**config.mk**
```make
export PLATFORM = sky130hd
export DESIGN_NAME = hpt_searcher
export DESIGN_NICKNAME = d
export VERILOG_FILES = /design/src/rtl/hpt_pkg.sv /design/src/rtl/hpt_hash.sv /design/src/rtl/hpt_entry_cmp.sv /design/src/rtl/hpt_searcher.sv
export SDC_FILE = /design/constraint.sdc
export NUM_CORES = 1
export LEC_CHECK = 0
export BUFFER_PORTS_ARGS = -buffer_cell sky130_fd_sc_hd__buf_2
export CAP_MARGIN = 20
export CORE_MARGIN = 2
export CORE_UTILIZATION = 46
export DETAILED_ROUTE_END_ITERATION = 7
export PLACE_DENSITY_LB_ADDON = 0.05
export SYNTH_ARGS = -nofsm -noshare
export SYNTH_HDL_FRONTEND = slang
export SYNTH_SLANG_ARGS = --single-unit
```
**constraint.sdc**
```tcl
create_clock -name clk -period 2.7 [get_ports clk]
set_input_delay 0 -clock clk [delete_from_list [all_inputs] [get_ports clk]]
set_output_delay 0 -clock clk [all_outputs]
set_load 0.02 [all_outputs]
```
**src/rtl/hpt_pkg.sv**
```systemverilog
package hpt_pkg;
   typedef enum logic [1:0] {
      S_IDLE  = 2'd0,
      S_ISSUE = 2'd1,
      S_WAIT  = 2'd2,
      S_RESP  = 2'd3
   } hpt_state_e;
endpackage

```
**src/rtl/hpt_hash.sv**
```systemverilog
module hpt_hash #(
   parameter int PID_W     = 8,
   parameter int SLOT_BITS = 6
) (
   input  logic [SLOT_BITS-1:0] vpn_lo,
   input  logic [PID_W-1:0]     pid,
   output logic [SLOT_BITS-1:0] prim_slot,
   output logic [SLOT_BITS-1:0] sec_slot
);
   logic [SLOT_BITS-1:0] pid_fold;

   generate
      if (PID_W > SLOT_BITS) begin : g_trunc
         assign pid_fold = pid[SLOT_BITS-1:0];
         logic unused_pid_hi;
         assign unused_pid_hi = ^pid[PID_W-1:SLOT_BITS];
      end else if (PID_W == SLOT_BITS) begin : g_same
         assign pid_fold = pid;
      end else begin : g_ext
         assign pid_fold = {{(SLOT_BITS-PID_W){1'b0}}, pid};
      end
   endgenerate

   assign prim_slot = vpn_lo ^ pid_fold;
   assign sec_slot  = ~prim_slot;
endmodule

```
**src/rtl/hpt_entry_cmp.sv**
```systemverilog
module hpt_entry_cmp #(
   parameter int VPN_W = 20,
   parameter int PID_W = 8,
   parameter int PPN_W = 16,
   localparam int ENT_W = 1 + PID_W + VPN_W + PPN_W
) (
   input  logic [ENT_W-1:0] entry,
   input  logic [VPN_W-1:0] vpn,
   input  logic [PID_W-1:0] pid,
   output logic             match,
   output logic [PPN_W-1:0] ppn
);
   localparam int VPN_LSB = PPN_W;
   localparam int PID_LSB = PPN_W + VPN_W;
   localparam int VLD_BIT = ENT_W - 1;

   logic vpn_eq;
   logic pid_eq;

   assign vpn_eq = (entry[VPN_LSB +: VPN_W] == vpn);
   assign pid_eq = (entry[PID_LSB +: PID_W] == pid);
   assign match  = entry[VLD_BIT] & vpn_eq & pid_eq;
   assign ppn    = entry[PPN_W-1:0];
endmodule

```
**src/rtl/hpt_searcher.sv**
```systemverilog
module hpt_searcher #(
   parameter int VPN_W     = 20,
   parameter int PID_W     = 8,
   parameter int PPN_W     = 16,
   parameter int PA_W      = 32,
   parameter int SLOT_BITS = 6,
   parameter int ENTRIES   = 8,
   localparam int ENT_W    = 1 + PID_W + VPN_W + PPN_W,
   localparam int CNT_W    = $clog2(2*ENTRIES + 1)
) (
   input  logic             clk,
   input  logic             rst_n,
   input  logic [PA_W-1:0]  tbl_base,
   input  logic             req_valid,
   output logic             req_ready,
   input  logic [VPN_W-1:0] req_vpn,
   input  logic [PID_W-1:0] req_pid,
   output logic             rsp_valid,
   input  logic             rsp_ready,
   output logic             rsp_hit,
   output logic [PPN_W-1:0] rsp_ppn,
   output logic [CNT_W-1:0] rsp_reads,
   output logic             mem_rd_en,
   output logic [PA_W-1:0]  mem_rd_addr,
   input  logic             mem_rd_vld,
   input  logic [ENT_W-1:0] mem_rd_data
);
   import hpt_pkg::*;

   localparam int IDX_W    = $clog2(ENTRIES);
   localparam int OFS_W    = SLOT_BITS + IDX_W;
   localparam int LAST_IDX = ENTRIES - 1;
   localparam int ALL_RD   = 2 * ENTRIES;

   generate
      if (ENTRIES < 2 || (ENTRIES & (ENTRIES - 1)) != 0) begin : g_bad_entries
         $error("ENTRIES must be a power of two, at least 2");
      end
      if (SLOT_BITS < 1 || SLOT_BITS > VPN_W) begin : g_bad_slots
         $error("SLOT_BITS must lie between 1 and VPN_W");
      end
      if (OFS_W > PA_W) begin : g_bad_pa
         $error("table offset does not fit the address width");
      end
   endgenerate

   hpt_state_e           state_q;
   logic [VPN_W-1:0]     vpn_q;
   logic [PID_W-1:0]     pid_q;
   logic [IDX_W-1:0]     idx_q;
   logic                 pass_q;
   logic [CNT_W-1:0]     reads_q;
   logic                 hit_q;
   logic [PPN_W-1:0]     ppn_q;

   logic [SLOT_BITS-1:0] prim_slot;
   logic [SLOT_BITS-1:0] sec_slot;
   logic [SLOT_BITS-1:0] cur_slot;
   logic                 ent_match;
   logic [PPN_W-1:0]     ent_ppn;

   hpt_hash #(
      .PID_W    (PID_W),
      .SLOT_BITS(SLOT_BITS)
   ) u_hash (
      .vpn_lo   (vpn_q[SLOT_BITS-1:0]),
      .pid      (pid_q),
      .prim_slot(prim_slot),
      .sec_slot (sec_slot)
   );

   hpt_entry_cmp #(
      .VPN_W(VPN_W),
      .PID_W(PID_W),
      .PPN_W(PPN_W)
   ) u_cmp (
      .entry(mem_rd_data),
      .vpn  (vpn_q),
      .pid  (pid_q),
      .match(ent_match),
      .ppn  (ent_ppn)
   );

   assign cur_slot    = pass_q ? sec_slot : prim_slot;
   assign mem_rd_addr = tbl_base + PA_W'({cur_slot, idx_q});
   assign mem_rd_en   = (state_q == S_ISSUE);
   assign req_ready   = (state_q == S_IDLE);
   assign rsp_valid   = (state_q == S_RESP);
   assign rsp_hit     = hit_q;
   assign rsp_ppn     = ppn_q;
   assign rsp_reads   = reads_q;

   always_ff @(posedge clk) begin
      if (!rst_n) begin
         state_q <= S_IDLE;
         vpn_q   <= '0;
         pid_q   <= '0;
         idx_q   <= '0;
         pass_q  <= 1'b0;
         reads_q <= '0;
         hit_q   <= 1'b0;
         ppn_q   <= '0;
      end else begin
         case (state_q)
            S_IDLE: begin
               if (req_valid) begin
                  vpn_q   <= req_vpn;
                  pid_q   <= req_pid;
                  idx_q   <= '0;
                  pass_q  <= 1'b0;
                  reads_q <= '0;
                  hit_q   <= 1'b0;
                  ppn_q   <= '0;
                  state_q <= S_ISSUE;
               end
            end
            S_ISSUE: state_q <= S_WAIT;
            S_WAIT: begin
               if (mem_rd_vld) begin
                  reads_q <= reads_q + 1'b1;
                  if (ent_match) begin
                     hit_q   <= 1'b1;
                     ppn_q   <= ent_ppn;
                     state_q <= S_RESP;
                  end else if (idx_q == IDX_W'(LAST_IDX)) begin
                     if (!pass_q) begin
                        pass_q  <= 1'b1;
                        idx_q   <= '0;
                        state_q <= S_ISSUE;
                     end else begin
                        hit_q   <= 1'b0;
                        ppn_q   <= '0;
                        state_q <= S_RESP;
                     end
                  end else begin
                     idx_q   <= idx_q + 1'b1;
                     state_q <= S_ISSUE;
                  end
               end
            end
            S_RESP: begin
               if (rsp_ready) state_q <= S_IDLE;
            end
            default: state_q <= S_IDLE;
         endcase
      end
   end

   // an accepted request closes the request port and no answer is immediate
   p_busy_after_accept_r1: assert property (@(posedge clk) disable iff (!rst_n)
      req_valid && req_ready |=> !req_ready && !rsp_valid);

   // read strobe is a single-cycle pulse
   p_single_read_r9: assert property (@(posedge clk) disable iff (!rst_n)
      mem_rd_en |=> !mem_rd_en);

   // pending response keeps its contents
   p_rsp_hold_r8: assert property (@(posedge clk) disable iff (!rst_n)
      rsp_valid && !rsp_ready |=> rsp_valid && $stable(rsp_hit) && $stable(rsp_ppn)
                                  && $stable(rsp_reads));

   // a miss always follows a full search of both slots
   p_miss_full_r7: assert property (@(posedge clk) disable iff (!rst_n)
      rsp_valid && !rsp_hit |-> rsp_reads == CNT_W'(ALL_RD) && rsp_ppn == '0);

   // the read count of any answer lies within the two slots
   p_reads_range_r5: assert property (@(posedge clk) disable iff (!rst_n)
      rsp_valid |-> rsp_reads != '0 && rsp_reads <= CNT_W'(ALL_RD));

   // response port and request port are never open together
   p_ports_exclusive_r1: assert property (@(posedge clk) disable iff (!rst_n)
      !(rsp_valid && req_ready));
endmodule

```
==> results.toml <==
[layout]
nFillCells = 569
final_net_count = 714
layout-drive-gt1-share_pct = 31.93
final_cell_mix = "buf_2, nand2_1, xnor2_1, dfxtp_1, dlygate4sd3_1"
stdcell_area_um2 = 4750
antenna_cells = 0
area_delta_synth_final_pct = 46.39
final_common_cell = "buf_2"
multi_input_area_um2 = 2046
regArea_um2 = 1125

[die]
ios = 167
initial_core_util_pct = 47.75
die_area_um2 = 7740
die_y_um = 87.98
rows = 30
core_um2 = 6794
die_w_um = 87.98

[worst_setup_path]
cp-end-kind = "primary output"
worst-path-stages = 10
crit_path_end = "mem_rd_addr[17]"
crit_path_max_incr_delay_ns = 0.40
ff2ff_path_depth = 6
rr_startpoint = "vpn_q[5]"
critPathLaunch = "pass_q"
cpLargestDelayFamily = "compound AO/OA/AOI/OAI gates"
cp_common_cell = "xnor2_1"
path_cells = "xnor2_1 > xnor2_1 > ha_1 > o21ai_0 > a21oi_2 > a2bb2oi_1 > buf_4 > nand4_1 > xnor2_1 > buf_2"
cp-start-kind = "flip-flop"
ff2ff_setup_slack_ns = 0.51
cp_max_fo = 12
crit_type = "flip-flop to primary output"
crit_path_top_delay_cell = "dfxtp_4"
worstPathRequired_ns = 2.70
crit_arrival_ns = 2.52
cp_num_buf_inv = 2
timing.rr.end = "rsp_ppn[4]"

[power]
p_leak_nw = 2.106
p_per_area_nw_per_um2 = 437.3
ir_worst_vdd_v = 0.0002920

[route]
final_antenna_net_count = 0
wl_per_cell_um = 13.56
drt_first_pass_iters = 4
wl_um = 9329
vias = 3436
avgViaCountPerCell = 4.994
drc = 0
dr.first_iter.drc_count = 156

[sta]
skew_ns = 0.01324
hold-worst-slack_ns = 0.01980
finalSetupViolCount = 0
hold_viol_final = 0
finalCriticalPeriod_ns = 2.525
final.setup.tns_ns = 0
slew_viol_final = 0
slew_headroom_pct = 58.30
rsz0062_at_grt = "yes"
timing.final.ws_setup_ns = 0.1754
fin_crit_sh_pct = 93.50
max_slew.worst_pin.slew_ns = 0.6235
timing.fmax_ghz = 0.3961

[grt]
grt_pass1_wl_um = 14500
grt_overflow = 0
grt_usage_pct = 23.48
grt_pass1_vias = 3267
grt_max_degree = 36
antenna_found_initial = 0

[placement]
dp_hpwl_um = 6897
place_congestion = 0.9065
place_area_um2 = 4156
dp_slack_ns = 0.2577
io_buffers = 166

[synthesis]
synthFlopType = "dfxtp_1"
yosysWarnings = 0
netlist_area_um2 = 3244
yosys_register_bits = 56
ys_seq_area_share_pct = 34.55
synth.largest_area_cell = "dfxtp_1"
synth_top_cell_area_share_pct = 34.55
yosys-top-cells-area = "dfxtp_1, xnor2_1, nand2_1"
synth_edf_count = 0
syn_inst = 383
synth_fp_nets = 506
async_flop_share_pct = 0
synth.distinct_cells = 43
avgSynthCellArea_um2 = 8.471

[clocking]
cts.sinks = 56
path_clk_slew_ns = 0.11
cts.path.max_buffers = 2
cts_buffers = 5
clockRootBuffer = "clkbuf_8"
clk_latency_ns = 0.31
ctsHtreeMaxLevel = 2
cts_tree = "yes"

[hold_path]
hold_path_class = "input pin to flip-flop"

[outcome]
status = "finished clean"

[run]
cap_violations = 0
-- final cells by class --
type,count,area share [%]
Clock buffer,6,1.528
Clock inverter,2,0.7376
Inverter,4,0.3161
Multi-Input combinational cell,307,43.07
Sequential cell,56,23.68
Tap cell,96,2.529
Timing Repair Buffer,217,28.13
-- per-stage QoR --
stage	cells	utilization, %	total power, W
5_1_grt	688	69.91	0.002191
3_3_place_gp	634	61.18	0.001472
4_1_cts	687	69.41	0.002078
2_1_floorplan	383	-	0.001267
3_5_place_dp	634	61.18	0.001484
6_report	688	69.91	0.002077
-- worst min-delay path, delay by kind of cell --
kind            cells  cell delay [ns]
compound gates      2             0.13
buf+inv             1             0.16
-- repair_timing --
action                                  in CTS  in global routing
buffers inserted                             0                  1
endpoints found under the hold margin       46                  0
endpoints found under the setup margin      20                 21
gates cloned                                 0                  0
resized for setup                            1                 10
hold buffers                                45                  0
-- synth_stat cells (5+ instances only) --
| master | n |
|---|---|
| a21oi_1 | 40 |
| a22o_1 | 16 |
| and2_1 | 6 |
| clkbuf_1 | 13 |
| dfxtp_1 | 56 |
| ha_1 | 12 |
| nand2_1 | 73 |
| nand3_1 | 13 |
| nand4_1 | 21 |
| nor2_1 | 12 |
| o21ai_0 | 5 |
| xnor2_1 | 68 |
| xor2_1 | 5 |
-- registers in the layout, indices dropped and copies added, names as in the netlist --
name / count
vpn_q: 20
rsp_hit: 1
state_q: 2
pid_q: 8
rsp_reads: 5
rsp_ppn: 16
idx_q: 3
pass_q: 1
-- cell families (layout without fill, tap and decap cells) --
group	count (synthesis)	in the layout	share of synthesized area (%)
AOI/OAI and AO/OA	79	79	15.85
xor gates and xnor gates	73	73	19.71
adders and majority gates	13	13	5.245
buffers and inverters	20	229	2.815
DFF	56	56	34.55
muxes	1	1	0.3085
and+or+nand+nor	141	141	21.52
-- per-layer routing --
metal	GRT usage (%)	vias to the layer above	wire [µm]
met1	29.76	1549	4117
met5	0	-	0
met4	4.615	0	87
met3	5.184	8	693
met2	41.12	135	4430
li1	-	1744	-
-- worst min path at each step --
stage	cells past startpoint	startpoint	to	slack (ns)
after floorplan	1	rsp_ready	state_q[1]	0.11
after global placement	2	rsp_ready	state_q[1]	0.21
after detailed placement	2	mem_rd_data[12]	rsp_ppn[12]	0.21
after CTS	3	rst_n	idx_q[1]	0.02
after global routing	3	rst_n	pass_q	0.02
final	3	rst_n	state_q[1]	0.02
-- report_power, final --
| group | switching (W) | total, W | internal, W |
|---|---|---|---|
| Combinational | 0.000343 | 0.000642 | 0.000299 |
| Clock | 0.000274 | 0.000550 | 0.000276 |
| Sequential | 0.0000290 | 0.000885 | 0.000856 |
| Total | 0.000646 | 0.00208 | 0.00143 |
Power figures use the tool's default switching activity.
